`config.mk`:
```
export PLATFORM = sky130hd
export DESIGN_NAME = i2c_ptr_target
export DESIGN_NICKNAME = d
export VERILOG_FILES = /design/src/rtl/i2c_ptr_target_pkg.sv /design/src/rtl/i2c_tgt_filt.sv /design/src/rtl/i2c_tgt_cond.sv /design/src/rtl/i2c_tgt_regs.sv /design/src/rtl/i2c_ptr_target.sv
export SDC_FILE = /design/constraint.sdc
export NUM_CORES = 1
export LEC_CHECK = 0
export BUFFER_PORTS_ARGS = -buffer_cell sky130_fd_sc_hd__buf_2
export CORE_MARGIN = 5
export CORE_UTILIZATION = 60
export CTS_CLUSTER_SIZE = 30
export DETAILED_ROUTE_END_ITERATION = 12
export PLACE_DENSITY = 0.87
export SYNTH_ARGS = -nofsm -noshare
export SYNTH_HDL_FRONTEND = slang
export SYNTH_SLANG_ARGS = --single-unit
```
`constraint.sdc`:
```
create_clock -name clk_i -period 2.7 [get_ports clk_i]
set_input_delay 0.81 -clock clk_i [delete_from_list [all_inputs] [get_ports clk_i]]
set_output_delay 0.81 -clock clk_i [all_outputs]
set_load 0.1 [all_outputs]
```
`src/rtl/i2c_ptr_target_pkg.sv`:
```
package i2c_ptr_target_pkg;
  typedef enum logic [2:0] {
    ST_IDLE,
    ST_ADDR,
    ST_ADDR_ACK,
    ST_WR,
    ST_WR_ACK,
    ST_RD,
    ST_RD_ACK
  } tgt_state_e;
endpackage

```
`src/rtl/i2c_tgt_filt.sv`:
```
module i2c_tgt_filt #(
  parameter int SYNC_STAGES = 2
) (
  input  logic clk_i,
  input  logic rst_ni,
  input  logic line_i,
  output logic line_o
);
  logic [SYNC_STAGES-1:0] sync_q;
  logic                   hist_q;

  always_ff @(posedge clk_i or negedge rst_ni) begin
    if (!rst_ni) begin
      sync_q <= '1;
      hist_q <= 1'b1;
      line_o <= 1'b1;
    end else begin
      sync_q <= {sync_q[SYNC_STAGES-2:0], line_i};
      hist_q <= sync_q[SYNC_STAGES-1];
      // accept only a level seen on two consecutive samples
      if (sync_q[SYNC_STAGES-1] == hist_q) line_o <= hist_q;
    end
  end

  assert_filt_two_samples_R9: assert property (@(posedge clk_i) disable iff (!rst_ni)
    (line_o != $past(line_o)) |-> ($past(hist_q) == line_o));
endmodule

```
`src/rtl/i2c_tgt_cond.sv`:
```
module i2c_tgt_cond (
  input  logic clk_i,
  input  logic rst_ni,
  input  logic scl_i,
  input  logic sda_i,
  output logic start_o,
  output logic stop_o,
  output logic scl_rise_o,
  output logic scl_fall_o
);
  logic scl_q, sda_q;

  always_ff @(posedge clk_i or negedge rst_ni) begin
    if (!rst_ni) begin
      scl_q <= 1'b1;
      sda_q <= 1'b1;
    end else begin
      scl_q <= scl_i;
      sda_q <= sda_i;
    end
  end

  assign start_o    = scl_i & scl_q & sda_q & ~sda_i;
  assign stop_o     = scl_i & scl_q & ~sda_q & sda_i;
  assign scl_rise_o = scl_i & ~scl_q;
  assign scl_fall_o = ~scl_i & scl_q;
endmodule

```
`src/rtl/i2c_tgt_regs.sv`:
```
module i2c_tgt_regs #(
  parameter int NUM_REGS = 8,
  parameter int DW       = 8,
  localparam int PW      = $clog2(NUM_REGS)
) (
  input  logic          clk_i,
  input  logic          rst_ni,
  input  logic          we_i,
  input  logic [PW-1:0] waddr_i,
  input  logic [DW-1:0] wdata_i,
  input  logic [PW-1:0] raddr_i,
  output logic [DW-1:0] rdata_o
);
  logic [DW-1:0] mem_q [NUM_REGS];

  for (genvar g = 0; g < NUM_REGS; g++) begin : g_reg
    always_ff @(posedge clk_i or negedge rst_ni) begin
      if (!rst_ni)                        mem_q[g] <= '0;
      else if (we_i && waddr_i == PW'(g)) mem_q[g] <= wdata_i;
    end
  end

  assign rdata_o = mem_q[raddr_i];
endmodule

```
`src/rtl/i2c_ptr_target.sv`:
```
module i2c_ptr_target
  import i2c_ptr_target_pkg::*;
#(
  parameter logic [6:0] DEV_ADDR = 7'h42,
  parameter int NUM_REGS         = 8,
  parameter int SYNC_STAGES      = 2
) (
  input  logic clk_i,
  input  logic rst_ni,
  input  logic scl_i,
  input  logic sda_i,
  output logic sda_oe_o
);
  localparam int PW = $clog2(NUM_REGS);

  logic [1:0] raw_lines, filt_lines;
  logic scl_f, sda_f;
  logic start_det, stop_det, scl_rise, scl_fall;

  assign raw_lines = {scl_i, sda_i};
  for (genvar g = 0; g < 2; g++) begin : g_filt
    i2c_tgt_filt #(.SYNC_STAGES(SYNC_STAGES)) u_filt (
      .clk_i (clk_i),
      .rst_ni(rst_ni),
      .line_i(raw_lines[g]),
      .line_o(filt_lines[g])
    );
  end
  assign scl_f = filt_lines[1];
  assign sda_f = filt_lines[0];

  i2c_tgt_cond u_cond (
    .clk_i     (clk_i),
    .rst_ni    (rst_ni),
    .scl_i     (scl_f),
    .sda_i     (sda_f),
    .start_o   (start_det),
    .stop_o    (stop_det),
    .scl_rise_o(scl_rise),
    .scl_fall_o(scl_fall)
  );

  tgt_state_e    state_q;
  logic [3:0]    bitcnt_q;
  logic [7:0]    shreg_q;
  logic [PW-1:0] ptr_q;
  logic          rw_q, first_q, mack_q;
  logic          byte_done, ptr_load, reg_we;
  logic [7:0]    rd_data;

  assign byte_done = scl_fall && (bitcnt_q == 4'd8) && !start_det && !stop_det;
  assign ptr_load  = byte_done && (state_q == ST_WR) && first_q;
  assign reg_we    = byte_done && (state_q == ST_WR) && !first_q;

  i2c_tgt_regs #(.NUM_REGS(NUM_REGS), .DW(8)) u_regs (
    .clk_i  (clk_i),
    .rst_ni (rst_ni),
    .we_i   (reg_we),
    .waddr_i(ptr_q),
    .wdata_i(shreg_q),
    .raddr_i(ptr_q),
    .rdata_o(rd_data)
  );

  always_ff @(posedge clk_i or negedge rst_ni) begin
    if (!rst_ni) begin
      state_q  <= ST_IDLE;
      bitcnt_q <= '0;
      shreg_q  <= '0;
      ptr_q    <= '0;
      rw_q     <= 1'b0;
      first_q  <= 1'b0;
      mack_q   <= 1'b0;
      sda_oe_o <= 1'b0;
    end else if (start_det) begin
      state_q  <= ST_ADDR;
      bitcnt_q <= '0;
      first_q  <= 1'b0;
      sda_oe_o <= 1'b0;
    end else if (stop_det) begin
      state_q  <= ST_IDLE;
      bitcnt_q <= '0;
      sda_oe_o <= 1'b0;
    end else begin
      unique case (state_q)
        ST_ADDR, ST_WR: begin
          if (scl_rise) begin
            shreg_q  <= {shreg_q[6:0], sda_f};
            bitcnt_q <= bitcnt_q + 4'd1;
          end else if (byte_done) begin
            if (state_q == ST_ADDR) begin
              if (shreg_q[7:1] == DEV_ADDR) begin
                rw_q     <= shreg_q[0];
                sda_oe_o <= 1'b1;
                state_q  <= ST_ADDR_ACK;
              end else begin
                state_q  <= ST_IDLE;
              end
            end else begin
              if (first_q) begin
                ptr_q   <= shreg_q[PW-1:0];
                first_q <= 1'b0;
              end else begin
                ptr_q   <= ptr_q + 1'b1;
              end
              sda_oe_o <= 1'b1;
              state_q  <= ST_WR_ACK;
            end
          end
        end
        ST_ADDR_ACK: begin
          if (scl_fall) begin
            bitcnt_q <= '0;
            if (!rw_q) begin
              sda_oe_o <= 1'b0;
              first_q  <= 1'b1;
              state_q  <= ST_WR;
            end else begin
              shreg_q  <= rd_data;
              ptr_q    <= ptr_q + 1'b1;
              sda_oe_o <= ~rd_data[7];
              state_q  <= ST_RD;
            end
          end
        end
        ST_WR_ACK: begin
          if (scl_fall) begin
            sda_oe_o <= 1'b0;
            bitcnt_q <= '0;
            state_q  <= ST_WR;
          end
        end
        ST_RD: begin
          if (scl_rise) begin
            bitcnt_q <= bitcnt_q + 4'd1;
          end else if (scl_fall) begin
            if (bitcnt_q == 4'd8) begin
              sda_oe_o <= 1'b0;
              state_q  <= ST_RD_ACK;
            end else if (bitcnt_q != 4'd0) begin
              shreg_q  <= {shreg_q[6:0], 1'b0};
              sda_oe_o <= ~shreg_q[6];
            end
          end
        end
        ST_RD_ACK: begin
          if (scl_rise) begin
            mack_q <= ~sda_f;
          end else if (scl_fall) begin
            bitcnt_q <= '0;
            if (mack_q) begin
              shreg_q  <= rd_data;
              ptr_q    <= ptr_q + 1'b1;
              sda_oe_o <= ~rd_data[7];
              state_q  <= ST_RD;
            end else begin
              state_q  <= ST_IDLE;
            end
          end
        end
        default: begin
          sda_oe_o <= 1'b0;
        end
      endcase
    end
  end

  assert_start_clears_R1: assert property (@(posedge clk_i) disable iff (!rst_ni)
    start_det |=> (bitcnt_q == 4'd0 && state_q == ST_ADDR));
  assert_bitcnt_range_R2: assert property (@(posedge clk_i) disable iff (!rst_ni)
    bitcnt_q <= 4'd8);
  assert_ack_on_match_R3: assert property (@(posedge clk_i) disable iff (!rst_ni)
    ($rose(sda_oe_o) && $past(state_q) == ST_ADDR) |-> ($past(shreg_q[7:1]) == DEV_ADDR));
  assert_drive_scl_low_R5: assert property (@(posedge clk_i) disable iff (!rst_ni)
    $rose(sda_oe_o) |-> !scl_f);
  assert_ptr_step_R7: assert property (@(posedge clk_i) disable iff (!rst_ni)
    (ptr_q != $past(ptr_q) && !$past(ptr_load)) |-> (ptr_q == $past(ptr_q) + 1'b1));
  assert_stop_release_R10: assert property (@(posedge clk_i) disable iff (!rst_ni)
    stop_det |=> !sda_oe_o);
endmodule

```
# After elaboration in Yosys (flattened, before gate mapping)
# Index checks and enable logic that the tools add are counted.
# W data, S select, Z words.
dict set report classes {
  n_lt_le_gt_ge 1
  reduce_logical 34
  n_eq_ne 49
  bitwise_logic 17
  muxes 71
  n_addsub 2
}
# operator n
set op_table {}
lappend op_table {{$mux W8} 12}
lappend op_table {{$mux W3} 23}
lappend op_table {{$ne A4 B4 Y1 const B} 10}
lappend op_table {{$pmux W8 S4} 1}
lappend op_table {{$ne A2 B2 Y1 const B} 14}
lappend op_table {{$bmux W8 S3} 1}
lappend op_table {{$mux W1} 23}
lappend op_table {{$reduce_and A11 Y1} 2}
lappend op_table {{$eq A3 B3 Y1 const B} 7}
lappend op_table {{$mux W4} 5}
lappend op_table {{$ne A3 B3 Y1 const B} 5}
lappend op_table {{$pmux W3 S5} 1}
lappend op_table {{$reduce_and A7 Y1} 2}
lappend op_table {{$logic_and A1 B1 Y1} 13}
lappend op_table {{$reduce_and A13 Y1} 1}
lappend op_table {{$eq A3 B2 Y1 const B} 4}
lappend op_table {{$pmux W4 S3} 1}
lappend op_table {{$ne A5 B5 Y1 const B} 2}
lappend op_table {{$reduce_and A10 Y1} 1}
lappend op_table {{$not A1 Y1} 9}
lappend op_table {{$pmux W3 S3} 1}
lappend op_table {{$reduce_bool A4 Y1} 2}
lappend op_table {{$and A1 B1 Y1} 7}
lappend op_table {{$eq A7 B7 Y1 const B} 1}
lappend op_table {{other kinds (20)} 26}
dict set report totals {
  wordCells 198
  in_bits 4
  reg_bits 96
  out_inout_bits 1
}

# Depth between registers and ports, before layout
dict set report depth {
  ltp_word 11
  mapped_depth 8
  depth_no_buf 7
}

# Hierarchy
# Synthesis repeated with hierarchy kept, for this count alone.
dict set report hier_totals {
  cells_unflattened 362
  hier_area_um2 4830.9
}
# mod n_inst seq_area_each_um2 area_per_inst_um2 cells_per_inst
set modules_own_cells {}
lappend modules_own_cells {i2c_tgt_regs 1 1601.5 2992.9 172}
lappend modules_own_cells {i2c_ptr_target 1 550.5 1517.7 174}
lappend modules_own_cells {i2c_tgt_filt 2 105.1 116.4 5}
lappend modules_own_cells {i2c_tgt_cond 1 52.6 87.6 6}

# Worst setup path before layout
# No wires, ideal clock.
dict set report synth_path {
  path_type {flip-flop to flip-flop}
  from {reg ptr_q[0]}
  to {reg u_regs.mem_q[10] (netlist bit)}
  t_arrival_ps 1853
  setup_time_ps 125
  t_required_ps 2575
  stages_incl_launch_ff 7
  n_path_buf 2
  period_less_slack_ps 1978
  path_slack_ps 722
  path_cell_list {dfrtp_1 > buf_4 > buf_2 > inv_1 > ha_1 > nand3_1 > mux2_2}
}
dict set report synth_via {
  elab_chain_cells 2
}
# item line
set synth_rtl {}
lappend synth_rtl {{from (decl)} i2c_ptr_target.sv:46} ;# logic [PW-1:0] ptr_q;
lappend synth_rtl {{from (signal assigned)} i2c_ptr_target.sv:101} ;# ptr_q <= shreg_q[PW-1:0];
lappend synth_rtl {{from (signal assigned)} i2c_ptr_target.sv:104} ;# ptr_q <= ptr_q + 1'b1;
lappend synth_rtl {{from (signal assigned)} i2c_ptr_target.sv:120} ;# ptr_q <= ptr_q + 1'b1;
lappend synth_rtl {{$eq A3 B3 Y1} i2c_tgt_regs.sv:19} ;# else if (we_i && waddr_i == PW'(g)) mem_q[g] <= wdata_i;
lappend synth_rtl {{$logic_and A1 B1 Y1} i2c_tgt_regs.sv:19}
lappend synth_rtl {{to (signal, indexed assignment)} i2c_tgt_regs.sv:19}
lappend synth_rtl {{to (decl)} i2c_tgt_regs.sv:14} ;# logic [DW-1:0] mem_q [NUM_REGS];
# Every way passes these cells.
# A chain may end at the register's enable or synchronous reset.

# Worst setup path after layout
dict set report layout_path {
  from {reg u_cond.scl_q}
  to {reg u_regs.mem_q[22] (netlist bit)}
}
dict set report layout_via {
  elab_chain_cells 9
  elab_cells_between_ends 14
  cone_classes {bitwise: 6; reduce/logical: 8}
}
# item line
set layout_rtl {}
lappend layout_rtl {{from (decl)} i2c_tgt_cond.sv:11} ;# logic scl_q, sda_q;
lappend layout_rtl {{from (signal assigned)} i2c_tgt_cond.sv:18} ;# scl_q <= scl_i;
lappend layout_rtl {{$and A1 B1 Y1} {i2c_tgt_cond.sv:23, i2c_tgt_cond.sv:24}}
lappend layout_rtl {{$and A1 B1 Y1 (2 in a row)} i2c_tgt_cond.sv:23} ;# assign start_o = scl_i & scl_q & sda_q & ~sda_i;
lappend layout_rtl {{$logic_not A1 Y1} i2c_ptr_target.sv:51} ;# assign byte_done = scl_fall && (bitcnt_q == 4'd8) && !start_det && !stop_det;
lappend layout_rtl {{$logic_and A1 B1 Y1} i2c_ptr_target.sv:51}
lappend layout_rtl {{$logic_and A1 B1 Y1 (*)} i2c_ptr_target.sv:51}
lappend layout_rtl {{$logic_and A1 B1 Y1 (*) (2 in a row)} i2c_ptr_target.sv:53} ;# assign reg_we = byte_done && (state_q == ST_WR) && !first_q;
lappend layout_rtl {{$logic_and A1 B1 Y1 (*)} i2c_tgt_regs.sv:19}
# Mark *: on every way between the ends. The rest lies on a longest branch, timed or not.

==> flow_summary.json <==
{
  "status": "finished clean",
  "dp_hpwl_um": 7010,
  "drc": 0,
  "cp_num_buf_inv": 0,
  "period_minus_slack_ns": 2.23,
  "synth.avg_cell_area_um2": 12.3,
  "synth_top_area_cell": "dfrtp_1",
  "slowest_delay_ns": 0.64,
  "synth_area_leaders": "dfrtp_1, mux2_2, mux4_2, mux2_1, dfstp_2",
  "p_leak_nw": 2.35,
  "finClkSkew_ns": 0.00729,
  "grt_busiest_layer": "met2",
  "die_area_mm2": 0.00975,
  "synthArstFlopShare": 1.00,
  "fin_util": 0.655,
  "ys_ff_latch": 96,
  "endpoint_kind": "register",
  "portBuffers": 4,
  "grt_pass1_vias": 3323,
  "postCtsSetupRepairBufs": 0,
  "syn2layout_area_growth_pct": 6.54,
  "die_w_um": 98.7,
  "reg2reg_slack_ns": 0.47,
  "final.setup.worst_slack_ns": 0.475,
  "die_h_um": 98.7,
  "cts_tree": "built",
  "grt_start_max_net_pins": 45,
  "synth_fp_nets": 397,
  "setup_violations": 0,
  "worstMarginPinSlew_ns": 0.576,
  "routedWlPerCell_um": 20.3,
  "crit_fanout": 11,
  "synth_top_area_frac": 0.456,
  "cp_slowest_cell": "dfstp_2",
  "setup_tns_ns": 0,
  "grt_util_met2": 0.379,
  "drt_iter0_drc": 229,
  "use_met1": 0.280,
  "crit_family": "simple AND/OR/NAND/NOR gates",
  "ys_seq_area_frac": 0.511,
  "post_dp_cell_area_mm2": 0.00486,
  "syn_inst": 385,
  "stdcell_area_mm2": 0.00503,
  "vias": 3145,
  "vias_per_cell": 6.38,
  "crit_chain": "and3b_1 -> nor4b_4 -> nand3_1 -> mux2_2",
  "hold_viol_final": 0,
  "drv_slew": 0,
  "cts_hold_buffers": 0,
  "dp_slack_ns": 0.476,
  "rows": 32,
  "synth-edff-count": 0,
  "placedCellCount": 477,
  "cts.clk_slew.worst_paths_ns": 0.09,
  "place.gp.congestion": 0.882,
  "dr.pass1.iters": 5,
  "fin_nets": 398,
  "clk_latency_ns": 0.36,
  "arrival_ns": 2.48,
  "crit_required_ns": 2.95,
  "fmax_mhz": 449,
  "grt_setup_unrepaired": "no",
  "htree_levels": 3,
  "finalCritPeriodShare": 0.824,
  "grt_pass1_wl_um": 17000,
  "slew_headroom": 0.616,
  "top_level_ports": 5,
  "critPathKind": "reg -> reg",
  "yosysUniqueCellTypes": 54,
  "grtUsageMet3": 0.0389,
  "ctsResizeCount": 0,
  "start_util": 0.615,
  "yosysWarnings": 0,
  "cts_buffer_depth": 2,
  "cts_sinks": 96,
  "critPathLaunchType": "register",
  "clock-root-buffer": "clkbuf_8",
  "core_mm2": 0.00769,
  "ys.flop_type": "dfrtp_1",
  "worstHoldPathType": "in -> async",
  "n_fill_cell": 553,
  "power.density_mw_per_mm2": 529,
  "drive_above_1_share": 0.269,
  "diodes": 0,
  "grt_remaining_overflow": 0,
  "grtUsageTotal": 0.222,
  "wirelength_um": 10000,
  "ant_nets": 0,
  "cts_buffers": 9,
  "peakVddDrop_mv": 0.448,
  "antenna_found_initial": 0,
  "maxCapViolations": 0,
  "layout.cells.non_filler": 493,
  "syn_area_mm2": 0.00472
}
[placed cells by master, fill, tap and decap left out, types with 2 or more instances in the layout]
cell      synthesis  routed
maj3_1            2       2
clkinv_4          0       2
mux2i_1           7       7
clkbuf_8          0       9
inv_1            10      10
nor2b_1           6       6
mux4_2           15      15
dfstp_2          10      10
a21oi_1           8       8
buf_4             1      10
clkinv_2          0       2
nand3_1          14      14
nor2_1           10      10
mux2_2           43      43
nor3_1            4       4
mux2_1           24      24
o21ai_0          27      27
ha_1              8       8
a22o_1            2       2
dfrtp_1          86      86
and3b_1           2       2
a211oi_1          3       3
nand2b_1          6       6
nand2_1          36      36
a31oi_1           2       2
xnor2_1           2       2
and3_1            3       3
or3_1             2       2
a22oi_1           2       2
nand2_4           3       3
buf_2             5       3
[area by class of cell]
class	instances	area, um^2	share of cell area
Clock inverter	7	47.5	0.00945
Multi-Input combinational cell	254	2170	0.431
Tap cell	102	128	0.0254
Sequential cell	96	2410	0.480
Clock buffer	9	124	0.0246
Inverter	11	41.3	0.00820
Timing Repair Buffer	14	110	0.0219
[power by group]
group / internal (mW) / leakage, nW / switching, mW
clock: 0.335 / 0.0870 / 0.509
combinational: 0.0785 / 0.954 / 0.148
sequential: 1.49 / 1.30 / 0.107
[cell families after synthesis]
logic type,share of synthesized area
AOI/OAI and AO/OA,0.0784
xor gates and xnor gates,0.00556
adders and majority gates,0.0254
buffers and inverters,0.0299
DFF,0.511
muxes,0.246
and+or+nand+nor,0.104
[synthesized netlist by cell type, drive strengths merged (3+ instances only)]
cell type	n
a211oi	3
a21oi	8
and3	3
buf	9
clkbuf	15
dfrtp	86
dfstp	10
ha	8
inv	11
mux2	67
mux2i	7
mux4	15
nand2	39
nand2b	6
nand3	14
nor2	10
nor2b	6
nor3	4
o21ai	27
[sequential cells by signal, indices dropped and copies added (netlist names), 2 cells and up]
| register | flops |
|---|---|
| u_regs.mem_q | 64 |
| shreg_q | 8 |
| bitcnt_q | 4 |
| g_filt.u_filt.sync_q | 4 |
| ptr_q | 3 |
| state_q | 3 |
| g_filt.u_filt.hist_q | 2 |
| g_filt.u_filt.line_o | 2 |
[worst paths after layout]
path,end,from,depth (start not counted)
max,u_regs.mem_q[22],u_cond.scl_q,4
max reg2reg,u_regs.mem_q[22],u_cond.scl_q,4
min in group clk_i,g_filt[1].u_filt.sync_q[1],g_filt[1].u_filt.sync_q[0],0
min reg2reg,g_filt[1].u_filt.sync_q[1],g_filt[1].u_filt.sync_q[0],0
min,state_q[0],rst_ni,1
max in group asynchronous,u_regs.mem_q[46],rst_ni,2
[per-layer routing]
layer,wire length (um),up-vias
li1,-,1386
met1,4090,1640
met2,5250,96
met3,393,23
met4,266,0
met5,0,-
[metrics by stage]
step           power, mW  hold slack (ns)
3_3_place_gp        1.83            0.346
4_1_cts             2.67            0.362
2_1_floorplan       1.74            0.345
3_5_place_dp        1.85            0.349
5_1_grt             2.78            0.369
6_report            2.66            0.362
Power figures use the tool's default switching activity.
